==> src/rtl/snoop_pkg.sv <==
package snoop_pkg;

  typedef enum logic [1:0] {
    LS_INV = 2'd0,
    LS_SHR = 2'd1,
    LS_EXC = 2'd2,
    LS_MOD = 2'd3
  } lineState_t;

  typedef enum logic [1:0] {
    BC_READ  = 2'd0,
    BC_READX = 2'd1,
    BC_UPGR  = 2'd2,
    BC_WBACK = 2'd3
  } busCmd_t;

  // strobes from the control FSM to the line arrays
  typedef struct packed {
    logic       cpuWrite;   // commit processor write, line -> Modified
    logic       fillEn;     // install response data and tag
    lineState_t fillState;  // state given to the filled line
    logic       upgEn;      // upgrade done, line -> Exclusive
    logic       evictEn;    // writeback done, line -> Invalid
  } ctrlStrobe_t;

endpackage

==> src/rtl/snoopDatapath.sv <==
module snoopDatapath
  import snoop_pkg::*;
#(
  parameter int ADDR_W = 16,
  parameter int DATA_W = 32,
  parameter int LINES  = 16
) (
  input  logic              clk,
  input  logic              rstN,
  input  logic [ADDR_W-1:0] cpuAddr,
  input  logic [DATA_W-1:0] cpuWData,
  input  ctrlStrobe_t       strobe,
  input  logic [DATA_W-1:0] busRespData,
  input  logic              snpValid,
  input  busCmd_t           snpCmd,
  input  logic [ADDR_W-1:0] snpAddr,
  output lineState_t        localState,
  output logic              victimDirty,
  output logic [ADDR_W-1:0] victimAddr,
  output logic [DATA_W-1:0] victimData,
  output logic [DATA_W-1:0] rdData,
  output logic              snpShared,
  output logic              snpAbort,
  output logic [DATA_W-1:0] snpData,
  output logic              snpConflict
);

  localparam int IDX_W = $clog2(LINES);
  localparam int TAG_W = ADDR_W - IDX_W;

  lineState_t        lineSt   [LINES];
  logic [TAG_W-1:0]  lineTag  [LINES];
  logic [DATA_W-1:0] lineData [LINES];

  logic [IDX_W-1:0] cpuIdx, snpIdx;
  logic [TAG_W-1:0] cpuTag, snpTag;
  logic             tagMatch, snpHit, snpKills, snpReads;

  assign cpuIdx = cpuAddr[IDX_W-1:0];
  assign cpuTag = cpuAddr[ADDR_W-1:IDX_W];
  assign snpIdx = snpAddr[IDX_W-1:0];
  assign snpTag = snpAddr[ADDR_W-1:IDX_W];

  // local lookup
  assign tagMatch    = (lineTag[cpuIdx] == cpuTag);
  assign localState  = (lineSt[cpuIdx] != LS_INV && tagMatch) ? lineSt[cpuIdx] : LS_INV;
  assign victimDirty = (lineSt[cpuIdx] == LS_MOD) && !tagMatch;
  assign victimAddr  = {lineTag[cpuIdx], cpuIdx};
  assign victimData  = lineData[cpuIdx];
  assign rdData      = lineData[cpuIdx];

  // snoop lookup on the same tag array
  assign snpHit      = snpValid && (lineSt[snpIdx] != LS_INV) && (lineTag[snpIdx] == snpTag);
  assign snpKills    = (snpCmd == BC_READX) || (snpCmd == BC_UPGR);
  assign snpReads    = (snpCmd == BC_READ) || (snpCmd == BC_READX);
  assign snpShared   = snpHit && snpReads;
  assign snpAbort    = snpHit && snpReads && (lineSt[snpIdx] == LS_MOD);
  assign snpData     = lineData[snpIdx];
  assign snpConflict = snpValid && (snpIdx == cpuIdx);

  // one state register, tag and data word per line
  for (genvar g = 0; g < LINES; g++) begin : gLine
    logic selCpu, selSnp;
    assign selCpu = (cpuIdx == IDX_W'(g));
    assign selSnp = snpHit && (snpIdx == IDX_W'(g));

    always_ff @(posedge clk or negedge rstN) begin
      if (!rstN) begin
        lineSt[g] <= LS_INV;
      end else begin
        if (selCpu && strobe.cpuWrite) lineSt[g] <= LS_MOD;
        if (selCpu && strobe.fillEn)   lineSt[g] <= strobe.fillState;
        if (selCpu && strobe.upgEn)    lineSt[g] <= LS_EXC;
        if (selCpu && strobe.evictEn)  lineSt[g] <= LS_INV;
        // snoop has the last word on the state
        if (selSnp) begin
          if (snpKills)                lineSt[g] <= LS_INV;
          else if (snpCmd == BC_READ)  lineSt[g] <= LS_SHR;
        end
      end
    end

    always_ff @(posedge clk) begin
      if (selCpu && strobe.cpuWrite) lineData[g] <= cpuWData;
      if (selCpu && strobe.fillEn) begin
        lineTag[g]  <= cpuTag;
        lineData[g] <= busRespData;
      end
    end
  end

  AST_ABORT_NEEDS_SHARED: assert property (@(posedge clk) disable iff (!rstN)
    snpAbort |-> snpShared);

  AST_SNOOP_KILL_CLEARS: assert property (@(posedge clk) disable iff (!rstN)
    (snpHit && snpKills) |=> (lineSt[$past(snpIdx)] == LS_INV));

endmodule

==> src/rtl/snoopControl.sv <==
module snoopControl
  import snoop_pkg::*;
(
  input  logic        clk,
  input  logic        rstN,
  input  logic        cpuReq,
  input  logic        cpuWe,
  input  lineState_t  localState,
  input  logic        victimDirty,
  input  logic        snpConflict,
  input  logic        busGrant,
  input  logic        busRespValid,
  input  logic        busSharedIn,
  output logic        cpuStall,
  output ctrlStrobe_t strobe,
  output logic        busReq,
  output logic        busCmdValid,
  output busCmd_t     busCmd
);

  typedef enum logic [1:0] {CT_IDLE, CT_ARB, CT_WAIT} ctState_t;

  ctState_t ctSt, ctNext;
  logic     pendExcl;
  logic     hitOk, cpuDone;
  busCmd_t  needCmd;

  assign hitOk   = (localState != LS_INV) &&
                   (!cpuWe || localState == LS_EXC || localState == LS_MOD);
  // snoop on the same index wins this cycle; retry on the next one
  assign cpuDone  = cpuReq && (ctSt == CT_IDLE) && hitOk && !snpConflict;
  assign cpuStall = cpuReq && !cpuDone;

  // command re-derived every cycle while waiting, so a lost race is seen
  always_comb begin
    if (victimDirty)                          needCmd = BC_WBACK;
    else if (cpuWe && localState == LS_SHR)   needCmd = BC_UPGR;
    else if (cpuWe)                           needCmd = BC_READX;
    else                                      needCmd = BC_READ;
  end

  assign busReq      = (ctSt == CT_ARB);
  assign busCmdValid = (ctSt == CT_ARB) && busGrant;
  assign busCmd      = needCmd;

  always_comb begin
    strobe           = '0;
    strobe.fillState = LS_INV;
    ctNext           = ctSt;
    strobe.cpuWrite  = cpuDone && cpuWe;
    case (ctSt)
      CT_IDLE: if (cpuReq && !hitOk && !snpConflict) ctNext = CT_ARB;
      CT_ARB: if (busGrant) begin
        case (needCmd)
          BC_WBACK: begin strobe.evictEn = 1'b1; ctNext = CT_IDLE; end
          BC_UPGR:  begin strobe.upgEn   = 1'b1; ctNext = CT_IDLE; end
          default:  ctNext = CT_WAIT;
        endcase
      end
      CT_WAIT: if (busRespValid) begin
        strobe.fillEn    = 1'b1;
        strobe.fillState = (pendExcl || !busSharedIn) ? LS_EXC : LS_SHR;
        ctNext           = CT_IDLE;
      end
      default: ctNext = CT_IDLE;
    endcase
  end

  always_ff @(posedge clk or negedge rstN) begin
    if (!rstN) begin
      ctSt     <= CT_IDLE;
      pendExcl <= 1'b0;
    end else begin
      ctSt <= ctNext;
      if (busCmdValid) pendExcl <= (needCmd == BC_READX);
    end
  end

  AST_UPG_ONLY_SHARED: assert property (@(posedge clk) disable iff (!rstN)
    (busCmdValid && busCmd == BC_UPGR) |-> (localState == LS_SHR));

  AST_WB_BEFORE_FILL: assert property (@(posedge clk) disable iff (!rstN)
    (busCmdValid && busCmd != BC_WBACK) |-> !victimDirty);

  AST_FILL_MAKES_HIT: assert property (@(posedge clk) disable iff (!rstN)
    (ctSt == CT_WAIT && busRespValid) |=> (localState != LS_INV));

  AST_SILENT_WRITE: assert property (@(posedge clk) disable iff (!rstN)
    (cpuReq && cpuWe && !cpuStall) |-> !busCmdValid);

endmodule

==> src/rtl/snoopCacheCtrl.sv <==
module snoopCacheCtrl
  import snoop_pkg::*;
#(
  parameter int ADDR_W = 16,
  parameter int DATA_W = 32,
  parameter int LINES  = 16
) (
  input  logic              clk,
  input  logic              rstN,
  input  logic              cpuReq,
  input  logic              cpuWe,
  input  logic [ADDR_W-1:0] cpuAddr,
  input  logic [DATA_W-1:0] cpuWData,
  output logic [DATA_W-1:0] cpuRData,
  output logic              cpuStall,
  output logic              busReq,
  input  logic              busGrant,
  output logic              busCmdValid,
  output logic [1:0]        busCmd,
  output logic [ADDR_W-1:0] busAddr,
  output logic [DATA_W-1:0] busWData,
  input  logic              busRespValid,
  input  logic [DATA_W-1:0] busRespData,
  input  logic              busSharedIn,
  input  logic              snpValid,
  input  logic [1:0]        snpCmd,
  input  logic [ADDR_W-1:0] snpAddr,
  output logic              snpSharedOut,
  output logic              snpAbortOut,
  output logic [DATA_W-1:0] snpData
);

  ctrlStrobe_t       strobe;
  lineState_t        localState;
  logic              victimDirty, snpConflict;
  logic [ADDR_W-1:0] victimAddr;
  busCmd_t           ctlCmd;

  snoopDatapath #(.ADDR_W(ADDR_W), .DATA_W(DATA_W), .LINES(LINES)) i_dp (
    .clk         (clk),
    .rstN        (rstN),
    .cpuAddr     (cpuAddr),
    .cpuWData    (cpuWData),
    .strobe      (strobe),
    .busRespData (busRespData),
    .snpValid    (snpValid),
    .snpCmd      (busCmd_t'(snpCmd)),
    .snpAddr     (snpAddr),
    .localState  (localState),
    .victimDirty (victimDirty),
    .victimAddr  (victimAddr),
    .victimData  (busWData),
    .rdData      (cpuRData),
    .snpShared   (snpSharedOut),
    .snpAbort    (snpAbortOut),
    .snpData     (snpData),
    .snpConflict (snpConflict)
  );

  snoopControl i_ctl (
    .clk          (clk),
    .rstN         (rstN),
    .cpuReq       (cpuReq),
    .cpuWe        (cpuWe),
    .localState   (localState),
    .victimDirty  (victimDirty),
    .snpConflict  (snpConflict),
    .busGrant     (busGrant),
    .busRespValid (busRespValid),
    .busSharedIn  (busSharedIn),
    .cpuStall     (cpuStall),
    .strobe       (strobe),
    .busReq       (busReq),
    .busCmdValid  (busCmdValid),
    .busCmd       (ctlCmd)
  );

  assign busCmd  = ctlCmd;
  assign busAddr = (ctlCmd == BC_WBACK) ? victimAddr : cpuAddr;

endmodule

==> config.mk <==
export PLATFORM = sky130hd
export DESIGN_NAME = snoopCacheCtrl
export DESIGN_NICKNAME = d
export VERILOG_FILES = /design/src/rtl/snoop_pkg.sv /design/src/rtl/snoopDatapath.sv /design/src/rtl/snoopControl.sv /design/src/rtl/snoopCacheCtrl.sv
export SDC_FILE = /design/constraint.sdc
export NUM_CORES = 2
export LEC_CHECK = 0
export ABC_AREA = 0
export BUFFER_PORTS_ARGS = -buffer_cell sky130_fd_sc_hd__buf_2
export CORE_MARGIN = 10
export CORE_UTILIZATION = 62
export CTS_CLUSTER_SIZE = 30
export DETAILED_ROUTE_END_ITERATION = 8
export HOLD_SLACK_MARGIN = 0.03
export PLACE_DENSITY_LB_ADDON = 0.05
export SLEW_MARGIN = 40
export SYNTH_ARGS = -nofsm -noshare
export SYNTH_HDL_FRONTEND = slang
export SYNTH_HIERARCHICAL = 1
export SYNTH_SLANG_ARGS = --single-unit
==> constraint.sdc <==
create_clock -name clk -period 5.4 [get_ports clk]
set_clock_uncertainty 0.15 [all_clocks]
set_input_delay 0.27 -clock clk [delete_from_list [all_inputs] [get_ports clk]]
set_output_delay 0.27 -clock clk [all_outputs]
set_load 0.01 [all_outputs]
==> results.cfg <==
[status]
status = finished, final reports clean

[critical_path]
end_kind = output port
reg2reg_slack_ns = 1.06
timing.rr.end = i_dp/lineData[7][16]$_DFFE_PP_
worstRegToRegCells = 12
crit_type = reg -> out
start_kind = register
cp_max_fo = 16
cp.required_ns = 4.98
cp.arrival_ns = 4.51
r2r_start = i_dp/lineTag[0][4]$_DFFE_PP_

[route]
drt-pass1-iter-count = 5
routed_wl_mm = 127
post_drt_wl_per_cell_um = 35.3
drt-vias-per-instance = 7.41
route.detailed.drc = 0
ant_nets = 0
drt-initial-drc-count = 3889
vias = 26620

[sta]
tightest_slew_ns = 0.888
slew_violations = 0
period_share = 0.913
rsz0062_at_grt = no
final.min_clock_period_ns = 4.93
hold_viol_final = 0
setup_viol = 0
relSlewSlack = 0.408
clock.fmax_mhz = 203

[floorplanning]
ioPinCount = 225
rows = 95
die_w_um = 281
dieArea_um2 = 79000
floorplan.initialDensity = 0.627
die_h_um = 281
core_um2 = 67400

[synthesis]
syn_nets = 2582
dominantRegCellSynth = edfxtp_1
synth-edff-count = 704
synth_seq_cells = 739
yosys.area.top_type = edfxtp_1
async_flop_share = 0.0474
syn-cell-area_um2 = 42300
syn_area_per_cell_um2 = 17.1
synthCells = 2474
yosysWarnings = 6
synth_cell_types = 75
ys_top_cells_by_area = edfxtp_1, mux4_2, mux2_2
yosys.area.top_type_share = 0.500
ys_seq_area_frac = 0.521

[cells_and_area]
fin_area_um2 = 47600
diodes = 0
area_growth_pct = 12.6
nets = 2766
fin_util = 0.706
filler_cell_count = 4355
finalNonFillerCells = 3593
drive_gt1_frac = 0.531
multi_input_area_um2 = 18900
ff_latch_area_um2 = 22000

[pwr]
p_leak_uw = 0.0162
power_density_nw_per_um2 = 287
total_power_uw = 13700
max-vdd-ir-drop_uv = 239

[run]
drv_cap = 0

[cts]
cts_tree = built
cts_num_sinks = 739
htree_levels = 3
postCtsResizedCells = 0
clk_path_buf_depth = 3
clock_latency_ns = 0.63
cts_setup_buffers = 0
clk_pin_slew_ns = 0.06
cts-root-buf = clkbuf_16
cts_buffers = 80

[place]
portBuffers = 224
dp_cells = 3377
postPlaceCellArea_um2 = 44400
gp_congestion = 0.904
dp_hpwl_mm = 76.2

[hold_path]
hold_end = i_dp/lineData[10][17]$_DFFE_PP_
hold_class = in -> reg
hold_start = busRespData[17]
hold_path_depth = 2

[global_route]
antenna_found_initial = 0
grtUsageTotal = 0.324
gr-total-overflow = 0
grt_pass1_vias = 27394
grt_first_pass_wirelength_mm = 187
grt_max_degree = 85
## Yosys cell counts, types with 23 or more instances
cell      instances
nor2_1           55
clkbuf_1        136
inv_1            35
a21oi_1          23
dfrtp_1          35
buf_1            83
edfxtp_1        704
buf_4            44
mux4_2          413
mux2_2          532
mux2i_1          47
xnor2_1          23
nand2_1          61
## cell type report
| class | count | area share |
|---|---|---|
| clock buffers | 99 | 0.0444 |
| well taps | 873 | 0.0229 |
| inverters | 35 | 0.00281 |
| multi-input cells | 1410 | 0.397 |
| clock inverters | 45 | 0.00670 |
| repair buffers | 392 | 0.0638 |
| flip-flops and latches | 739 | 0.463 |
## kinds of logic (layout without fill, tap and decap cells)
logic type | count (synthesis) | after routing | synth area share
adders and majority gates | 2 | 2 | 0.000592
DFF | 739 | 739 | 0.521
xor gates and xnor gates | 30 | 30 | 0.00622
muxes | 1013 | 1013 | 0.383
AOI/OAI and AO/OA | 160 | 160 | 0.0286
and+or+nand+nor | 205 | 205 | 0.0240
buffers and inverters | 325 | 571 | 0.0367
## critical path, stage by stage, from the launching register on
cell,delay (ns)
edfxtp_1,0.41
mux4_2,0.49
mux4_2,0.50
xnor2_1,0.35
nand4_1,0.14
nor3_1,0.36
buf_4,0.18
and2_1,0.21
nand2b_4,0.07
o21ai_0,0.36
nand2_2,0.07
buf_4,0.24
mux2_4,0.33
buf_2,0.14
## worst max path at each step
stage | startpoint | to
finish | i_dp/lineTag[0][4]$_DFFE_PP_ | busAddr[11]
global route | i_dp/lineTag[7][1]$_DFFE_PP_ | busAddr[11]
CTS | i_dp/lineTag[7][1]$_DFFE_PP_ | busAddr[11]
detailed placement | cpuAddr[0] | busAddr[11]
global placement | cpuAddr[0] | busAddr[5]
floorplan | cpuAddr[0] | i_dp/lineSt[14]$_DFF_PN0_
## layer usage
metal  vias up  wire, um  track usage
li1      10629         -            -
met1     13810     46900        0.443
met2      1856     60200        0.508
met3       325     14700       0.0732
met4         0      5060        0.119
met5         -         0            0
## layout by cell type, fill, tap and decap left out, types with 17 or more instances in the layout
| master | synthesis | layout |
|---|---|---|
| a21oi_1 | 23 | 23 |
| buf_12 | 2 | 31 |
| buf_2 | 8 | 215 |
| buf_4 | 44 | 66 |
| clkbuf_1 | 136 | 17 |
| clkbuf_16 | 0 | 82 |
| clkinv_1 | 0 | 22 |
| dfrtp_1 | 35 | 35 |
| dlygate4sd3_1 | 0 | 70 |
| edfxtp_1 | 704 | 704 |
| inv_1 | 35 | 28 |
| mux2_2 | 532 | 532 |
| mux2i_1 | 47 | 47 |
| mux4_2 | 413 | 413 |
| nand2_1 | 61 | 45 |
| nand2_2 | 1 | 17 |
| nand3_1 | 20 | 20 |
| nor2_1 | 55 | 37 |
| nor2_4 | 1 | 18 |
| o221ai_1 | 17 | 17 |
| o22ai_1 | 21 | 21 |
| xnor2_1 | 23 | 23 |
## flip-flops by register name, summed over array words and instances (netlist names)
name and flops:
i_dp/lineSt 32, i_dp/lineTag 192, i_ctl/ctSt 2, i_ctl/pendExcl 1, i_dp/lineData 512
## power breakdown
group | internal [uW] | switching (uW) | leakage [uW]
clock network | 2930 | 2290 | 0.00118
registers | 6400 | 114 | 0.00680
logic | 920 | 1010 | 0.00817
## metrics by stage
stage,worst slack [ns],setup TNS (ns),hold slack (ns)
final,0.470,0,0.0575
after floorplan,-0.178,-9.28,-0.176
after detailed placement,0.638,0,0.125
after global placement,0.671,0,0.289
after CTS,0.447,0,0.0303
after global routing,0.294,0,0.0608
## what timing repair did
item	4_1_cts	5_1_grt
endpoints found under the hold margin	501	0
setup endpoints to repair	0	0
hold buffers	71	0
(Power assumes the default switching activity.)
